### config.mk
export PLATFORM = sky130hd
export DESIGN_NAME = strobe_bus_slave
export DESIGN_NICKNAME = d
export VERILOG_FILES = /design/src/rtl/sbs_pkg.sv /design/src/rtl/sbs_sync.sv /design/src/rtl/sbs_regs.sv /design/src/rtl/strobe_bus_slave.sv
export SDC_FILE = /design/constraint.sdc
export NUM_CORES = 1
export LEC_CHECK = 0
export ABC_AREA = 0
export ABC_CLOCK_PERIOD_IN_PS = 2450
export BUFFER_PORTS_ARGS = -buffer_cell sky130_fd_sc_hd__buf_4
export CAP_MARGIN = 20
export CORE_MARGIN = 10
export CORE_UTILIZATION = 55
export CTS_BUF_LIST = sky130_fd_sc_hd__clkbuf_8
export CTS_CLUSTER_DIAMETER = 80
export DETAILED_ROUTE_END_ITERATION = 16
export GPL_TIMING_DRIVEN = 1
export PLACE_DENSITY = 0.88
export RECOVER_POWER = 50
export SLEW_MARGIN = 15
export SYNTH_ARGS = -nofsm -noshare
export SYNTH_HDL_FRONTEND = slang
export SYNTH_SLANG_ARGS = --single-unit
### constraint.sdc
create_clock -name clk -period 2.45 [get_ports clk]
set_clock_uncertainty 0.1 [all_clocks]
set_input_delay 0.49 -clock clk [delete_from_list [all_inputs] [get_ports clk]]
set_output_delay 0.49 -clock clk [all_outputs]
set_load 0.03 [all_outputs]
### src/rtl/sbs_pkg.sv
package sbs_pkg;
  // Register selects inside the 4-word window (the low two address bits)
  typedef enum logic [1:0] {
    SEL_VBASE = 2'd0,
    SEL_MASK  = 2'd1,
    SEL_PEND  = 2'd2,
    SEL_INSVC = 2'd3
  } reg_sel_e;
endpackage

### src/rtl/sbs_sync.sv
module sbs_sync #(
  parameter int W        = 2,
  parameter bit RST_HIGH = 1'b1
) (
  input  logic         clk,
  input  logic         rst_n,
  input  logic [W-1:0] d,
  output logic [W-1:0] q,
  output logic [W-1:0] rise,
  output logic [W-1:0] fall
);
  localparam logic [W-1:0] RV = RST_HIGH ? '1 : '0;
  logic [W-1:0] s1, s2, s3;

  always_ff @(posedge clk or negedge rst_n) begin
    if (!rst_n) begin
      s1 <= RV;
      s2 <= RV;
      s3 <= RV;
    end else begin
      s1 <= d;
      s2 <= s1;
      s3 <= s2;
    end
  end

  assign q    = s2;
  assign rise = s2 & ~s3;
  assign fall = ~s2 & s3;
endmodule

### src/rtl/sbs_regs.sv
module sbs_regs #(
  parameter int N_SRC = 4,
  parameter int DW    = 8,
  parameter int AW    = 8
) (
  input  logic             clk,
  input  logic             rst_n,
  input  logic [AW-1:0]    reg_addr,
  input  logic             wr_commit,
  input  logic [DW-1:0]    wdata,
  input  logic [N_SRC-1:0] src_req,
  input  logic             ack_take,
  input  logic             ack_cyc,
  input  logic             ie_in,
  output logic [DW-1:0]    rd_data,
  output logic [DW-1:0]    vec_q,
  output logic [N_SRC-1:0] ius_q,
  output logic             any_elig,
  output logic             ie_out,
  output logic             irq
);
  import sbs_pkg::*;
  localparam int IDXW = (N_SRC > 1) ? $clog2(N_SRC) : 1;

  logic [DW-1:0]    base_q, mask_q;
  logic [N_SRC-1:0] pend_q, pend_n, ius_n, blocked, elig, pend_en;
  logic [IDXW-1:0]  win_idx;
  logic             in_win;
  reg_sel_e         sel;

  // index of the lowest set bit (highest priority)
  function automatic logic [IDXW-1:0] first_set(input logic [N_SRC-1:0] v);
    first_set = '0;
    for (int i = N_SRC - 1; i >= 0; i--)
      if (v[i]) first_set = IDXW'(i);
  endfunction

  // bit i is set when any in-service bit at index <= i is set
  function automatic logic [N_SRC-1:0] block_mask(input logic [N_SRC-1:0] s);
    logic acc;
    acc = 1'b0;
    for (int i = 0; i < N_SRC; i++) begin
      acc = acc | s[i];
      block_mask[i] = acc;
    end
  endfunction

  assign in_win   = (reg_addr[AW-1:2] == '0);
  assign sel      = reg_sel_e'(reg_addr[1:0]);
  assign pend_en  = pend_q & mask_q[N_SRC-1:0];
  assign blocked  = block_mask(ius_q);
  assign elig     = pend_en & ~blocked;
  assign any_elig = |elig;
  assign win_idx  = first_set(elig);

  always_comb begin
    pend_n = pend_q;
    ius_n  = ius_q;
    if (wr_commit && in_win && sel == SEL_PEND)
      pend_n = pend_n & ~wdata[N_SRC-1:0];
    if (wr_commit && in_win && sel == SEL_INSVC && (|ius_q))
      ius_n[first_set(ius_q)] = 1'b0;
    if (ack_take) begin
      pend_n[win_idx] = 1'b0;
      ius_n[win_idx]  = 1'b1;
    end
    pend_n = pend_n | src_req;
  end

  always_ff @(posedge clk or negedge rst_n) begin
    if (!rst_n) begin
      base_q <= '0;
      mask_q <= '0;
      pend_q <= '0;
      ius_q  <= '0;
      vec_q  <= '0;
    end else begin
      pend_q <= pend_n;
      ius_q  <= ius_n;
      if (wr_commit && in_win && sel == SEL_VBASE) base_q <= wdata;
      if (wr_commit && in_win && sel == SEL_MASK)  mask_q <= wdata;
      if (ack_take) vec_q <= {base_q[DW-1:IDXW], win_idx};
    end
  end

  always_comb begin
    rd_data = '0;
    if (in_win) begin
      unique case (sel)
        SEL_VBASE: rd_data = base_q;
        SEL_MASK:  rd_data = mask_q;
        SEL_PEND:  rd_data = {{(DW-N_SRC){1'b0}}, pend_q};
        SEL_INSVC: rd_data = {{(DW-N_SRC){1'b0}}, ius_q};
      endcase
    end
  end

  assign ie_out = ie_in & ~(|ius_q) & ~(ack_cyc & (|pend_en));
  assign irq    = ie_in & any_elig;
endmodule

### src/rtl/strobe_bus_slave.sv
module strobe_bus_slave #(
  parameter int N_SRC = 4,
  parameter int DW    = 8,
  parameter int AW    = 8
) (
  input  logic             clk,
  input  logic             rst_n,
  input  logic             as_n,
  input  logic             ds_n,
  input  logic [AW-1:0]    addr_in,
  input  logic             sel_a,
  input  logic             sel_b,
  input  logic             rd_wr,
  input  logic             ack_n,
  input  logic             ie_in,
  input  logic [N_SRC-1:0] src_req,
  input  logic [DW-1:0]    data_in,
  output logic [DW-1:0]    data_out,
  output logic             data_oe,
  output logic             ie_out,
  output logic             irq
);
  logic [1:0] st_q, st_rise, st_fall;
  logic       as_rise, ds_fall, ds_rise, ds_active;
  logic [AW-1:0] lat_addr;
  logic       lat_sel, ack_cyc, acc_ok, rd_lat, own_q;
  logic       ack_take, wr_commit, any_elig;
  logic [DW-1:0] rd_data, vec_q;
  logic [N_SRC-1:0] ius_q;

  sbs_sync #(.W(2), .RST_HIGH(1'b1)) u_sync (
    .clk(clk), .rst_n(rst_n), .d({ds_n, as_n}),
    .q(st_q), .rise(st_rise), .fall(st_fall)
  );

  assign as_rise   = st_rise[0];
  assign ds_fall   = st_fall[1];
  assign ds_rise   = st_rise[1];
  assign ds_active = ~st_q[1];

  assign ack_take  = ds_fall & ack_cyc & ie_in & any_elig;
  assign wr_commit = ds_rise & acc_ok & ~rd_lat & ~ack_cyc;

  always_ff @(posedge clk or negedge rst_n) begin
    if (!rst_n) begin
      lat_addr <= '0;
      lat_sel  <= 1'b0;
      ack_cyc  <= 1'b0;
      acc_ok   <= 1'b0;
      rd_lat   <= 1'b0;
      own_q    <= 1'b0;
    end else if (as_rise) begin
      lat_addr <= addr_in;
      lat_sel  <= sel_a;
      ack_cyc  <= ~ack_n;
      acc_ok   <= 1'b0;
      own_q    <= 1'b0;
    end else if (ds_fall) begin
      rd_lat <= rd_wr;
      acc_ok <= ~ack_cyc & lat_sel & sel_b;
      own_q  <= ack_take;
    end else if (ds_rise) begin
      acc_ok  <= 1'b0;
      own_q   <= 1'b0;
      ack_cyc <= 1'b0;
    end
  end

  sbs_regs #(.N_SRC(N_SRC), .DW(DW), .AW(AW)) u_regs (
    .clk(clk), .rst_n(rst_n), .reg_addr(lat_addr), .wr_commit(wr_commit),
    .wdata(data_in), .src_req(src_req), .ack_take(ack_take), .ack_cyc(ack_cyc),
    .ie_in(ie_in), .rd_data(rd_data), .vec_q(vec_q), .ius_q(ius_q),
    .any_elig(any_elig), .ie_out(ie_out), .irq(irq)
  );

  assign data_oe  = ds_active & ((acc_ok & rd_lat & sel_b) | own_q);
  assign data_out = own_q ? vec_q : rd_data;
endmodule

; ---- Word-level counts from Yosys, hierarchy flattened
; Cells that the tools add are included.
; W data, S select, Z words.
[totals]
regBits = 51
latch_bits = 0
ramBits = 0
romBits = 0
out_inout_bits = 11
wordCells = 107
memories = 0
[op_classes]
addsub = 0
multipliers = 0
div = 0
order_cmp = 4
eq_ne = 4
n_shift = 0
muxes = 27
bitwise_logic = 41
reduce_logical = 17
[ops]
columns = cell, n
row1 = $pmux W8 S4, 1
row2 = $and A4 B4 Y4, 5
row3 = $mux W2, 9
row4 = $mux W4, 4
row5 = $mux W8, 2
row6 = $not A4 Y4, 4
row7 = $and A1 B1 Y1, 15
row8 = $reduce_or A4 Y1, 3
row9 = $mux W1, 9
row10 = $logic_and A1 B1 Y1, 8
row11 = $or A4 B4 Y4, 2
row12 = $not A1 Y1, 7
row13 = $logic_not A6 Y1, 1
row14 = $lt A2 B3 Y1 const B, 2
row15 = $and A2 B2 Y2, 2
row16 = $demux W1 S2, 2
row17 = $eq A2 B2 Y1 const B, 2
row18 = $ge A2 B1 Y1 const B, 2
row19 = $not A2 Y2, 2
row20 = $or A1 B1 Y1, 4
row21 = $reduce_and A2 Y1, 2
row22 = $reduce_bool A3 Y1, 1
row23 = $eq A2 B1 Y1 const B, 1
row24 = $logic_not A2 Y1, 1
row25 = 2 further kinds, 2

; ---- Depth between registers and ports, before layout
; Gate-level depths: netlist of run 1.
[depth]
depth_word = 18
depth_mapped = 5

; ---- Cells and area by module
; From an unflattened synthesis of run 1, not the netlist that was laid out.
[hier_totals]
hier_cells = 189
area_unflattened_um2 = 2468.6
[by_module_without_submodules]
columns = module, n_inst, cells_per_inst, area_per_inst_um2, seq_area_each_um2
row1 = sbs_regs, 1, 131, 1624.1, 800.8
row2 = strobe_bus_slave, 1, 48, 651.9, 325.3
row3 = sbs_sync, 1, 10, 192.7, 157.7

; ---- Worst setup path after synthesis of run 1
; No wires, ideal clock.
[synth_timing]
kind = register to output
from = register u_regs.ius_q[0]
to = output ie_out
t_arrival_ns = 2.414
setup_slack_ns = -0.554
path_stages_with_launch = 3
n_path_buf = 0
path_cell_list = dfrtp_1 or3_1 a2111oi_0
[synth_between]
elab_chain_len = 4
[synth_lines]
columns = element, line_no
row1 = start: declaration, sbs_regs.sv:17  ; output logic [N_SRC-1:0] ius_q,
row2 = start signal: assignment, sbs_regs.sv:79  ; ius_q <= ius_n;
row3 = $reduce_or A4 Y1, sbs_regs.sv:98  ; assign ie_out = ie_in & ~(|ius_q) & ~(ack_cyc & (|pend_en));
row4 = $not A1 Y1, sbs_regs.sv:98
row5 = $and A1 B1 Y1 (2 in a row), sbs_regs.sv:98
row6 = end: declaration, strobe_bus_slave.sv:20  ; output logic ie_out,
; Every way passes these cells.

; ---- Worst setup path after layout of run 1
[layout_timing]
from = register lat_addr[3]
to = output data_out[6]
[layout_between]
elab_chain_len = 3
[layout_lines]
columns = element, line_no
row1 = start: declaration, strobe_bus_slave.sv:25  ; logic [AW-1:0] lat_addr;
row2 = start signal: assignment, strobe_bus_slave.sv:53  ; lat_addr <= addr_in;
row3 = $logic_not A6 Y1, sbs_regs.sv:48  ; assign in_win = (reg_addr[AW-1:2] == '0);
row4 = $mux W8, sbs_regs.sv:88  ; if (in_win) begin
row5 = $mux W8, strobe_bus_slave.sv:77  ; assign data_out = own_q ? vec_q : rd_data;
row6 = end: declaration, strobe_bus_slave.sv:18  ; output logic [DW-1:0] data_out,
; Every way passes these cells.

==> flow_summary_export.csv, run 1 <==
group,metric,value,unit
logic_synthesis,synthXorXnorAreaFrac,0,%
power_and_ir_drop,leakagePower,1.36,nW
global_route,antenna_found_initial,0,
timing,max_slew_margin,18.4,%
drt,drtIter0Drc,186,
drt,viasPerCell,6.08,
drt,drcViolationCount,0,
logic_synthesis,ys_warn_count,0,
critical_path,crit_path_start,"lat_addr[3]",
clocking,cts-root-buf,"clkbuf_8",
timing,tns,0,ns
logic_synthesis,ys_ff_latch,51,
power_and_ir_drop,p_per_area,518,nW/um2
power_and_ir_drop,clock_power_share,30.2,%
power_and_ir_drop,totalPowerFinal,1.56,mW
timing,worst_pin_slew,1.22,ns
place,portBuffers,39,
critical_path,critPathMaxFanout,4,
logic_synthesis,syn_area_per_cell,13.0,um2
hold_path,min_path_type,"primary input to flop",
timing,fin_crit,2.43,ns
critical_path,critPathKind,"flop to output port",
place,place_area,2840,um2
cells_and_area,seq_area,1290,um2
logic_synthesis,syn_area,2450,um2
clocking,h-tree-depth,2,
clocking,clock_sinks,51,
power_and_ir_drop,comb_power_share,10.4,%
critical_path,slowest_delay,0.41,ns
timing,clock.fmax,0.411,GHz
timing,final_max_slew_viol_count,0,
clocking,postCtsHoldBufs,0,
drt,wirelength,5.63,mm
logic_synthesis,synth-compound-area-share,9.94,%
run,cap_violations,0,
critical_path,cpMaxStageDelayCell,"dfrtp_1",
floorplanning,core.rowCount,24,
power_and_ir_drop,switching_share,25.2,%
logic_synthesis,syn_inst,189,
power_and_ir_drop,p_sw,0.393,mW
place,dp_hpwl,4.00,mm
power_and_ir_drop,intPower,1.17,mW
clocking,numCtsBuffers,5,
place,gp_congestion,0.913,
timing,rsz0062_at_grt,"true",
logic_synthesis,yosys.area_share.simple,15.1,%
cells_and_area,n_fill_cell,338,
run_status,status,"finished, final reports clean",
global_route,grt.overflow.total,0,
clocking,clk-insertion-delay-late,0.31,ns
global_route,grt_max_degree,52,
timing,fin_crit_sh,99.3,%
hold_path,hold_path_depth,1,
logic_synthesis,synth_ff_type,"dfrtp_1",
logic_synthesis,synth_top_family_by_area,"multiplexers",
logic_synthesis,synthArstFlopShare,100,%
critical_path,end_kind,"output port",
critical_path,reg2reg_from,"u_sync.q[1]",
floorplanning,ios,40,
logic_synthesis,synth-edff-count,0,
critical_path,required,1.86,ns
floorplanning,die_w,86.8,um
timing,fin_hold_ws,0.186,ns
critical_path,crit_arrival,1.84,ns
cells_and_area,syn_to_final_growth,22.5,%
timing,hold_viol_final,0,
logic_synthesis,synth_common_cells,"dfrtp_1, mux2_2, nand2_1",
floorplanning,placeableCoreArea,4320,um2
cells_and_area,multi_input_area,1190,um2
clocking,clk_path_buf_depth,2,
cells_and_area,nets,267,
drt,ant_nets,0,
hold_path,worstHoldStart,"ds_n",
power_and_ir_drop,power_frac_seq,59.3,%
cells_and_area,antenna-diode-count,0,
logic_synthesis,yosys.cell_count.top_type,"dfrtp_1",
logic_synthesis,synth.top_cell.area_share,45.9,%
power_and_ir_drop,ir_drop,0.000381,V
critical_path,reg2reg_depth,4,
logic_synthesis,synthesis.nets,218,
logic_synthesis,synth.largest_area_cell,"dfrtp_1",
floorplanning,dieArea,7530,um2
global_route,grt_pass1_vias,1859,
logic_synthesis,synthTopCellsByArea,"dfrtp_1, mux2_2, dfstp_2",
clocking,cts_tree,"done",
drt,first_pass_iters,4,
clocking,clk_pin_slew,0.08,ns
cells_and_area,layout-drive-gt1-share,49.8,%
cells_and_area,finalInstanceArea,3010,um2
global_route,grt_first_pass_wirelength,9.16,mm
critical_path,cp-start-kind,"flop",
drt,wl_per_cell,19.3,um
floorplanning,start_util,56.7,%
critical_path,path_cells,"nor4_4 -> nand2_4 -> or3_4 -> o21ai_1 -> buf_4",
timing,setup_violations,0,
logic_synthesis,synth_seq_area_share,52.3,%
logic_synthesis,muxShareOfSynthArea,21.6,%
logic_synthesis,synth_fa_ha_area_share,0,%
logic_synthesis,synth.distinct_cells,50,
floorplanning,dieHeight,86.8,um
global_route,grt_util_all_layers,15.3,%
drt,vias,1768,
[per-layer routing]
metal | vias up | track usage (%) | wire length, um
li1 | 809 | - | -
met5 | - | 0 | 0
met3 | 15 | 4.78 | 409
met4 | 0 | 6.33 | 129
met2 | 82 | 25.0 | 2770
met1 | 862 | 18.1 | 2310
[power by group through the flow]
stage          combinational [mW]  clock, mW  sequential [mW]
2_1_floorplan              0.0950          0            0.918
3_3_place_gp                0.154          0            0.936
3_5_place_dp                0.157          0            0.939
4_1_cts                     0.161      0.478            0.924
5_1_grt                     0.177      0.514            0.931
6_report                    0.163      0.472            0.925
[registers in the layout, indices dropped and copies added (netlist names), 2 cells and up]
| name | count |
|---|---|
| u_regs.base_q | 8 |
| u_sync.s1 | 2 |
| lat_addr | 8 |
| u_sync.q | 2 |
| u_regs.ius_q | 4 |
| u_regs.mask_q | 8 |
| u_regs.pend_q | 4 |
| u_sync.s3 | 2 |
| u_regs.vec_q | 8 |
[critical path: cells and delay by family, from the launching register on]
family / cells / cell delay, ns
compound gates: 1 / 0.14
buf+inv: 1 / 0.17
flops: 1 / 0.41
simple gates: 3 / 0.81
[path summary, 6_finish.rpt]
path                                    endpoint  slack, ns
worst max-delay path                 data_out[6]       0.02
worst min-delay path                u_sync.s1[1]       0.19
worst max register to register   u_regs.vec_q[5]       0.26
worst min register to register       u_sync.q[0]       0.26
max in group asynchronous            lat_addr[0]       1.10
min in group asynchronous       u_regs.mask_q[2]       0.31
[layout make-up]
type | instances | area share [%]
Sequential cell | 51 | 42.8
Multi-Input combinational cell | 132 | 39.7
Timing Repair Buffer | 46 | 12.3
Clock buffer | 5 | 2.29
Tap cell | 52 | 2.16
Clock inverter | 3 | 0.499
Inverter | 2 | 0.250
[logic make-up (layout without fill, tap and decap cells)]
kind of cell / Yosys count / after routing
multiplexers: 41 / 41
buffers and inverters: 6 / 56
flip-flops: 51 / 51
AND/OR/NAND/NOR: 57 / 57
AO/OA/AOI/OAI: 34 / 34
[repair_timing]
item | CTS | global route
pin swaps | 1 | 4
gates resized for setup | 9 | 13
hold endpoints to repair | 0 | 0
endpoints found under the setup margin | 9 | 9
buffers inserted | 1 | 1
gates cloned | 0 | 0
[layout by cell type, fill, tap and decap left out, types with 3 or more instances in the layout]
cell type / n
a31o_2: 3
dfrtp_1: 42
a21oi_1: 5
o21ai_2: 3
mux2_2: 24
dfrtp_2: 3
buf_4: 36
nor2_1: 11
clkbuf_8: 5
mux2_4: 8
clkinv_2: 3
dfstp_2: 6
a22o_1: 4
nand3_1: 3
mux2i_1: 5
nand2_1: 15
o21ai_0: 4
mux4_2: 4
buf_6: 7
[through the flow]
step	util, %	instances	worst slack, ns
floorplan	-	189	-0.0785
global placement	65.7	281	0.217
detailed placement	65.7	281	0.195
CTS	68.2	290	0.00539
global route	69.5	291	-0.0862
finish	69.5	291	0.0162
(Power assumes the default switching activity.)
==> run 2: changes to the inputs <==
--- a/config.mk
+++ b/config.mk
@@ -8,5 +8,6 @@
 export ABC_AREA = 0
-export ABC_CLOCK_PERIOD_IN_PS = 2450
+export ABC_CLOCK_PERIOD_IN_PS = 3000
 export BUFFER_PORTS_ARGS = -buffer_cell sky130_fd_sc_hd__buf_4
 export CAP_MARGIN = 20
+export CORE_ASPECT_RATIO = 0.75
 export CORE_MARGIN = 10
==> constraint.sdc (replaced) <==
create_clock -name clk -period 3 [get_ports clk]
set_clock_uncertainty 0.1 [all_clocks]
set_input_delay 0.6 -clock clk [delete_from_list [all_inputs] [get_ports clk]]
set_output_delay 0.6 -clock clk [all_outputs]
set_load 0.05 [all_outputs]
==> run 2 against run 1 <==
Net effect: clock-buffer cell count stayed put; die area is 0.37% higher; critical path depth stayed put; flip-flop and latch count stayed put.
==> flow_summary_export.csv, run 2 (synthesized netlist as in run 1, its figures left out) <==
group,metric,value,unit
drt,vias,1710,
cells_and_area,mostFrequentLayoutCells,"dfrtp_1, buf_4, mux2_2, nand2_1, nor2_1",
timing,final_max_slew_viol_count,0,
drt,wirelength,5.60,mm
cells_and_area,final_common_cell,"dfrtp_1",
power_and_ir_drop,p_per_area,463,nW/um2
power_and_ir_drop,leakagePower,1.32,nW
run,cap_violations,0,
clocking,clk_path_buf_depth,2,
clocking,cts-root-buf,"clkbuf_8",
timing,max_slew_margin,18.2,%
global_route,grt_util_all_layers,15.2,%
place,gp_congestion,0.919,
global_route,grt_max_degree,52,
floorplanning,dieArea,7560,um2
floorplanning,core.rowCount,20,
critical_path,crit_arrival,2.08,ns
cells_and_area,fin_util,69.9,%
drt,wl_per_cell,19.4,um
drt,first_pass_iters,4,
hold_path,hold_path_depth,0,
place,portBuffers,39,
clocking,cts_tree,"done",
cells_and_area,final_cells,288,
drt,m1WireLength,2.57,mm
clocking,ctsResizeCount,0,
global_route,grt_pass1_vias,1838,
hold_path,worstHoldStart,"u_sync.s1[0]",
floorplanning,ios,40,
global_route,antenna_found_initial,0,
critical_path,critPathMaxFanout,5,
floorplanning,placeableCoreArea,4180,um2
critical_path,reg2reg_from,"u_sync.q[1]",
floorplanning,start_util,58.7,%
drt,drtIter0Drc,145,
drt,wl_met2,2.58,mm
drt,dr_wl_met3,405,um
critical_path,cp-start-kind,"flop",
timing,clock.fmax,0.359,GHz
clocking,cts_setup_buffers,0,
floorplanning,die_w,97.1,um
drt,viasPerCell,5.94,
global_route,grt.overflow.total,0,
clocking,clk-insertion-delay-late,0.30,ns
global_route,grt_first_pass_wirelength,9.47,mm
drt,drcViolationCount,0,
floorplanning,dieHeight,77.8,um
cells_and_area,antenna-diode-count,0,
drt,top_layer,"met4",
power_and_ir_drop,ir_drop,0.000399,V
timing,fin_crit,2.78,ns
timing,worst_pin_slew,1.23,ns
hold_path,min_path_type,"flop to flop",
clocking,clk_pin_slew,0.09,ns
cells_and_area,nets,261,
clocking,h-tree-depth,2,
clocking,numCtsBuffers,5,
clocking,clock_sinks,51,
critical_path,reg2reg_depth,4,
critical_path,required,2.30,ns
critical_path,end_kind,"output port",
timing,rsz0062_at_grt,"false",
cells_and_area,layout-drive-gt1-share,44.2,%
place,place_inst,280,
timing,setup_violations,0,
timing,fin_crit_sh,92.8,%
timing,hold_viol_final,0,
clocking,postCtsHoldBufs,0,
critical_path,crit_path_start,"lat_addr[3]",
drt,ant_nets,0,
cells_and_area,syn_to_final_growth,19.1,%
critical_path,rrSetupSlack,0.78,ns
run_status,status,"finished, final reports clean",
place,dp_hpwl,4.16,mm
critical_path,critPathKind,"flop to output port",
==> run 2: cell type report <==
class / count / area, um2
repair buffers: 40 / 298
multi-input cells: 132 / 1150
well taps: 55 / 68.8
fillers: 329 / 1260
flip-flops and latches: 51 / 1280
clock buffers: 5 / 68.8
clock inverters: 3 / 43.8
inverters: 2 / 7.51
==> run 2: metrics by stage <==
stage	TNS, ns	setup slack [ns]	power, mW	hold slack [ns]	area, um2
5_1_grt	0	0.0589	1.41	0.271	2920
3_5_place_dp	0	0.555	0.894	0.247	2810
6_report	0	0.217	1.35	0.260	2920
3_3_place_gp	0	0.579	0.887	0.246	2810
2_1_floorplan	-0.182	-0.0456	0.828	0.204	2460
4_1_cts	0	0.209	1.37	0.229	2930
==> run 2: worst paths after layout <==
check                                        to
min in group asynchronous           lat_addr[5]
worst min register to register      u_sync.q[0]
worst max-delay path                data_out[7]
worst max register to register  u_regs.vec_q[6]
worst min-delay path                u_sync.q[0]
max in group asynchronous       u_regs.vec_q[5]
==> run 2: worst max-delay path: stages (launching register included) <==
cell and delay [ns]:
dfrtp_1 0.41, nor4_4 0.37, nand2_4 0.14, or3_1 0.42
o21ai_0 0.21, buf_4 0.23
==> run 2: layer usage <==
layer / up-vias / global-route usage, %
li1: 797 / -
met3: 6 / 4.34
met1: 840 / 20.0
met4: 0 / 4.12
met2: 67 / 24.0
met5: - / 0
==> run 2: where the power goes <==
group	internal [mW]	switching (mW)	leakage [nW]	total, mW
clock	0.248	0.228	0.0581	0.476
sequential	0.717	0.0404	0.631	0.757
combinational	0.0678	0.0533	0.635	0.121
total	1.03	0.322	1.32	1.35
